--- config.mk ---
export PLATFORM = sky130hd
export DESIGN_NAME = bank_pager
export DESIGN_NICKNAME = d
export VERILOG_FILES = /design/src/rtl/bank_pager_pkg.sv /design/src/rtl/bank_pager_decode.sv /design/src/rtl/bank_pager_reg.sv /design/src/rtl/bank_pager_map.sv /design/src/rtl/bank_pager.sv
export SDC_FILE = /design/constraint.sdc
export NUM_CORES = 1
export LEC_CHECK = 0
export BUFFER_PORTS_ARGS = -buffer_cell sky130_fd_sc_hd__clkbuf_2
export CORE_MARGIN = 2
export CORE_UTILIZATION = 27
export CTS_CLUSTER_DIAMETER = 200
export DETAILED_ROUTE_END_ITERATION = 10
export GPL_TIMING_DRIVEN = 0
export PLACE_DENSITY = 0.77
export SLEW_MARGIN = 15
export SYNTH_ARGS = -nofsm -noshare
export SYNTH_HDL_FRONTEND = slang
export SYNTH_SLANG_ARGS = --single-unit
--- constraint.sdc ---
create_clock -name clk -period 1.7 [get_ports clk]
set_input_delay 0.255 -clock clk [delete_from_list [all_inputs] [get_ports clk]]
set_output_delay 0.255 -clock clk [all_outputs]
set_load 0.02 [all_outputs]
--- src/rtl/bank_pager_pkg.sv ---
package bank_pager_pkg;
  localparam int BANK_W   = 3;
  localparam int NSLOT    = 4;
  localparam int SLOT_W   = $clog2(NSLOT);
  localparam logic [BANK_W-1:0] SLOT1_FIXED = 3'd5;
  localparam logic [BANK_W-1:0] SLOT2_FIXED = 3'd2;
  localparam logic [BANK_W-1:0] VID_NORMAL  = 3'd5;
  localparam logic [BANK_W-1:0] VID_SHADOW  = 3'd7;

  typedef struct packed {
    logic              lock;
    logic              rom;
    logic              shadow;
    logic [BANK_W-1:0] bank;
  } pg_cfg_t;

  // Unpack a written byte into the control fields.
  function automatic pg_cfg_t cfg_from_byte(input logic [7:0] d);
    pg_cfg_t c;
    c.bank   = d[BANK_W-1:0];
    c.shadow = d[3];
    c.rom    = d[4];
    c.lock   = d[5];
    return c;
  endfunction

  // RAM bank in a given slot (slot 0 is the ROM; 0 is returned there).
  function automatic logic [BANK_W-1:0] slot_bank(input logic [SLOT_W-1:0] s,
                                                  input pg_cfg_t c);
    case (s)
      2'd1:    return SLOT1_FIXED;
      2'd2:    return SLOT2_FIXED;
      2'd3:    return c.bank;
      default: return '0;
    endcase
  endfunction

  // Odd-numbered banks share the bus with the video fetch.
  function automatic logic bank_contended(input logic [BANK_W-1:0] b);
    return b[0];
  endfunction
endpackage

--- src/rtl/bank_pager_decode.sv ---
module bank_pager_decode #(
  parameter int ADDR_W = 16,
  parameter int ZERO_A = 1,
  parameter int ZERO_B = 15
) (
  input  logic              io_wr,
  input  logic [ADDR_W-1:0] io_addr,
  output logic              hit
);
  always_comb hit = io_wr && !io_addr[ZERO_A] && !io_addr[ZERO_B];
endmodule

--- src/rtl/bank_pager_reg.sv ---
module bank_pager_reg
  import bank_pager_pkg::*;
(
  input  logic       clk,
  input  logic       rst_n,
  input  logic       hit,
  input  logic [7:0] data,
  output pg_cfg_t    cfg,
  output logic       take
);
  always_comb take = hit && !cfg.lock;

  always_ff @(posedge clk or negedge rst_n) begin
    if (!rst_n)    cfg <= '0;
    else if (take) cfg <= cfg_from_byte(data);
  end
endmodule

--- src/rtl/bank_pager_map.sv ---
module bank_pager_map
  import bank_pager_pkg::*;
#(
  parameter int ADDR_W = 16
) (
  input  pg_cfg_t           cfg,
  input  logic [ADDR_W-1:0] mem_addr,
  output logic [BANK_W-1:0] slot_banks [NSLOT],
  output logic [BANK_W-1:0] video_bank,
  output logic              mem_is_rom,
  output logic [BANK_W-1:0] mem_bank,
  output logic              mem_contended
);
  logic [SLOT_W-1:0] cur_slot;

  for (genvar s = 0; s < NSLOT; s++) begin : g_slot
    always_comb slot_banks[s] = slot_bank(SLOT_W'(s), cfg);
  end

  always_comb begin
    cur_slot      = mem_addr[ADDR_W-1 -: SLOT_W];
    video_bank    = cfg.shadow ? VID_SHADOW : VID_NORMAL;
    mem_is_rom    = (cur_slot == '0);
    mem_bank      = slot_banks[cur_slot];
    mem_contended = !mem_is_rom && bank_contended(mem_bank);
  end
endmodule

--- src/rtl/bank_pager.sv ---
module bank_pager
  import bank_pager_pkg::*;
#(
  parameter int ADDR_W = 16
) (
  input  logic              clk,
  input  logic              rst_n,
  input  logic              io_wr,
  input  logic [ADDR_W-1:0] io_addr,
  input  logic [7:0]        io_data,
  input  logic [ADDR_W-1:0] mem_addr,
  output logic              rom_sel,
  output logic [BANK_W-1:0] slot1_bank,
  output logic [BANK_W-1:0] slot2_bank,
  output logic [BANK_W-1:0] slot3_bank,
  output logic [BANK_W-1:0] video_bank,
  output logic              mem_is_rom,
  output logic [BANK_W-1:0] mem_bank,
  output logic              mem_contended
);
  logic              wr_hit;
  logic              wr_take;
  logic              locked;
  pg_cfg_t           cfg;
  logic [BANK_W-1:0] slot_banks [NSLOT];

  bank_pager_decode #(.ADDR_W(ADDR_W), .ZERO_A(1), .ZERO_B(ADDR_W-1)) u_dec (
    .io_wr(io_wr), .io_addr(io_addr), .hit(wr_hit)
  );

  bank_pager_reg u_reg (
    .clk(clk), .rst_n(rst_n), .hit(wr_hit), .data(io_data),
    .cfg(cfg), .take(wr_take)
  );

  bank_pager_map #(.ADDR_W(ADDR_W)) u_map (
    .cfg(cfg), .mem_addr(mem_addr), .slot_banks(slot_banks),
    .video_bank(video_bank), .mem_is_rom(mem_is_rom),
    .mem_bank(mem_bank), .mem_contended(mem_contended)
  );

  always_comb begin
    locked     = cfg.lock;
    rom_sel    = cfg.rom;
    slot1_bank = slot_banks[1];
    slot2_bank = slot_banks[2];
    slot3_bank = slot_banks[3];
  end
endmodule

# After elaboration in Yosys (flattened, before gate mapping)
# Index checks and enable logic that the tools add are counted.
# W data, S select, Z words.
# op_classes
magnitude_cmp,1
mux,4
bitwise,1
n_reduce_logical,9
# op_table
op,n
$bmux W3 S2,1
$mux W3,2
$logic_and A1 B1 Y1,4
$logic_not A1 Y1,4
$ge A3 B3 Y1 const B,1
$not A2 Y3,1
$logic_not A2 Y1,1
$mux W2,1
# totals
ff_bits,6
inputBits,43
output_inout_bits,18
word_cells,19

# Depth between registers and ports, before layout
# logic_depth
word_depth,5
depth_mapped,3
mapped_depth_nobuf,2

# By module
# A second synthesis with hierarchy kept.
# hier_totals
cells_unflattened,40
hier_area_um2,440.4
# by_module_without_submodules
module,n_inst,cells_each,area_per_inst_um2,seq_area_each_um2
bank_pager_reg,1,14,259.0,150.1
bank_pager_map,1,25,168.9,0.0
bank_pager_decode,1,1,12.5,0.0

# Worst setup path before layout
# Ideal clock, no wire load.
# synth_path
kind,register to output
startpoint,"register, netlist name u_reg.cfg[0]"
endpoint,output port mem_bank[0]
arrival_time_ns,1.193
required_ns,1.445
slack_ns,0.252
path_stages_with_launch,4
n_path_buf,1
cell_sequence,dfrtp_1 -> inv_1 -> a21boi_0 -> buf_4
# synth_between
elab_chain_cells,3
# synth_rtl
item,line_no,source
$bmux W3 S2,bank_pager_map.sv:24,mem_bank = slot_banks[cur_slot];
$mux W3 (not written as such) (2 in a row),bank_pager_map.sv:24,
end: declaration,bank_pager.sv:18,"output logic [BANK_W-1:0] mem_bank,"
# Every way passes these cells. The select of a mux whose other input is x is not followed.

# Final worst setup path
# layout_path
startpoint,"register, netlist name u_reg.cfg[0]"
endpoint,output port mem_bank[0]
# layout_between
elab_chain_cells,3
# layout_rtl
item,line_no
$bmux W3 S2,bank_pager_map.sv:24
$mux W3 (not written as such) (2 in a row),bank_pager_map.sv:24
# Every way passes these cells. The select of a mux whose other input is x is not followed.

==> results.sh <==
export IMPL_p_per_area_nw_per_um2=1120
export IMPL_finalWorstSetupSlack_ns=0.262
export IMPL_p_sw_uw=228
export IMPL_power_leakage_nw=0.322
export IMPL_drc=0
export IMPL_syn_area_per_cell_um2=10.8
export IMPL_first_iter_violations=0
export IMPL_hp_start="io_data[5]"
export IMPL_cts_tree="built"
export IMPL_dp_slack_ns=0.370
export IMPL_first_global_vias=270
export IMPL_synth_seq_area_share_pct=38.7
export IMPL_die_width_um=41.9
export IMPL_crit_path_top_delay_cell="dfrtp_1"
export IMPL_largest_register_ffs=6
export IMPL_yosys_register_bits=6
export IMPL_top_regs="u_reg.cfg: 6 flops"
export IMPL_grt_antenna_before_repair=0
export IMPL_initial_core_util_pct=29.4
export IMPL_root_buffer="clkbuf_4"
export IMPL_die_y_um=41.9
export IMPL_numCtsBuffers=3
export IMPL_cts_buffer_depth=2
export IMPL_r2r_end="u_reg.cfg[3]"
export IMPL_core_um2=1320
export IMPL_ys_warn_count=0
export IMPL_intPower_uw=414
export IMPL_grt_pass1_wl_mm=1.08
export IMPL_cp_required_ns=1.44
export IMPL_insertion_delay_ns=0.25
export IMPL_arrival_ns=1.18
export IMPL_crit_chain="inv_1 > a21boi_0 > buf_4 > clkbuf_2"
export IMPL_max_cap_violations=0
export IMPL_design_portCount=61
export IMPL_slowest_delay_ns=0.36
export IMPL_yosys_top_cells_area="dfrtp_1, buf_4, mux2_2, nor4b_4, a21boi_0"
export IMPL_hp_class="in2reg"
export IMPL_p_clk_share_pct=20.6
export IMPL_yosys_area_top_type="dfrtp_1"
export IMPL_drtAntennaViolNets=0
export IMPL_rsz0062_at_grt="no"
export IMPL_wire_per_inst_um=7.80
export IMPL_r2r_start="u_reg.cfg[5]"
export IMPL_dieArea_um2=1760
export IMPL_vias_per_cell=3.76
export IMPL_cts_resized=0
export IMPL_setup_tns_ns=0
export IMPL_r2r_slack_ns=0.41
export IMPL_grt_max_degree=7
export IMPL_first_pass_iters=1
export IMPL_period_share_pct=84.6
export IMPL_fmax_mhz=696
export IMPL_vias=312
export IMPL_syn_instance_count=36
export IMPL_grt_use_total_pct=8.54
export IMPL_status="complete, no violations"
export IMPL_drive_gt1_share_pct=64.7
export IMPL_place_gp_congestion=0.610
export IMPL_cts_sinks=6
export IMPL_rows=13
export IMPL_rr_worst_depth=2
export IMPL_holdWs_ns=0.208
export IMPL_slew_violations=0
export IMPL_netlist_area_um2=388
export IMPL_ir_worst_vdd_mv=0.506
export IMPL_synth_distinct_cells=10
export IMPL_path_class="reg2out"
export IMPL_netSwitchingFraction_pct=35.5
export IMPL_diodes=0
export IMPL_seq_power_share_pct=33.9
export IMPL_wirelength_um=647
export IMPL_port_buffers=22
export IMPL_hold_viol_final=0
export IMPL_syn_to_final_growth_pct=47.4
export IMPL_cp_start_kind="flip-flop"
export IMPL_htreeDepth=1
export IMPL_clk_pin_slew_ns=0.05
export IMPL_top_register="u_reg.cfg"
export IMPL_setup_violations=0
export IMPL_min_delay_worst_endpoint="u_reg.cfg[5]"
export IMPL_period_needed_ns=1.44
export IMPL_end_kind="primary output"
export IMPL_fin_skew_ns=0.00288
export IMPL_synth_top_area_share_pct=38.7
export IMPL_min_path_cells=2
export IMPL_grt_overflow=0
export IMPL_nNetsFinal=113
export IMPL_post_cts_setup_buffers=0
export IMPL_p_comb_share_pct=45.6
export IMPL_path_max_fanout=3
## layout make-up
class	instances	area [um^2]
well taps	15	18.8
fillers	137	746
flip-flops and latches	6	150
repair buffers	23	120
inverters	3	11.3
plain buffers	13	97.6
clock buffers	3	22.5
multi-input cells	20	151
## cell usage in the layout, fill, tap and decap left out
master,instances
mux2_2,5
a21o_1,1
conb_1,8
dfrtp_1,6
buf_4,13
a21boi_0,3
nor3b_1,1
nor2_1,1
clkbuf_4,3
nor4b_4,1
inv_1,3
clkbuf_2,22
dlygate4sd3_1,1
## worst max-delay path by stage
stage / from / endpoint / depth (start not counted)
finish: u_reg.cfg[0] / mem_bank[0] / 4
global placement: io_addr[1] / u_reg.cfg[0] / 3
detailed placement: io_addr[1] / u_reg.cfg[0] / 3
CTS: u_reg.cfg[0] / mem_bank[0] / 4
global route: u_reg.cfg[0] / mem_bank[0] / 4
floorplan: u_reg.cfg[0] / mem_bank[0] / 3
## stage by stage
stage	std cells	instance area, um^2	utilization (%)	power, mW
floorplan	42	410	-	0.432
global placement	79	539	40.9	0.510
detailed placement	79	539	40.9	0.515
CTS	83	572	43.4	0.656
global route	83	572	43.4	0.688
finish	83	572	43.4	0.642
## cells by family (layout without fill, tap and decap cells)
family,count (synthesis),after routing,share of synthesized area (%)
AOI/OAI and AO/OA,4,4,7.74
buffers and inverters,16,42,28.1
DFF,6,6,38.7
muxes,5,5,14.5
other,2,8,1.94
and+or+nand+nor,3,3,9.03
## what timing repair did
| action | 4_1_cts | 5_1_grt |
|---|---|---|
| hold buffers | 1 | 0 |
| endpoints found under the setup margin | 0 | 0 |
| hold endpoints to repair | 6 | 0 |
## cell usage after synthesis (all sizes together)
cell,number
a21boi,3
a21o,1
buf,13
conb,2
dfrtp,6
inv,3
mux2,5
nor2,1
nor3b,1
nor4b,1
## worst max-delay path: cells and delay by family (launching register included)
family / cells / cell delay, ns
AOI/OAI and AO/OA: 1 / 0.23
buffers and inverters: 3 / 0.34
DFF: 1 / 0.36
## power by group through the flow
stage                     clock (mW)  combinational (mW)  sequential [mW]
after floorplan                    0               0.207            0.225
after global placement             0               0.291            0.220
after detailed placement           0               0.294            0.221
after CTS                      0.141               0.296            0.219
after global routing           0.149               0.313            0.226
final                          0.132               0.293            0.217
## per-layer routing
| metal | GRT usage, % | share of wire [%] |
|---|---|---|
| met1 | 7.94 | 36 |
| met2 | 13.4 | 52 |
| met3 | 5.65 | 11 |
| met4 | 5.81 | 1.5 |
| met5 | 0 | 0 |
Power figures use the tool's default switching activity.
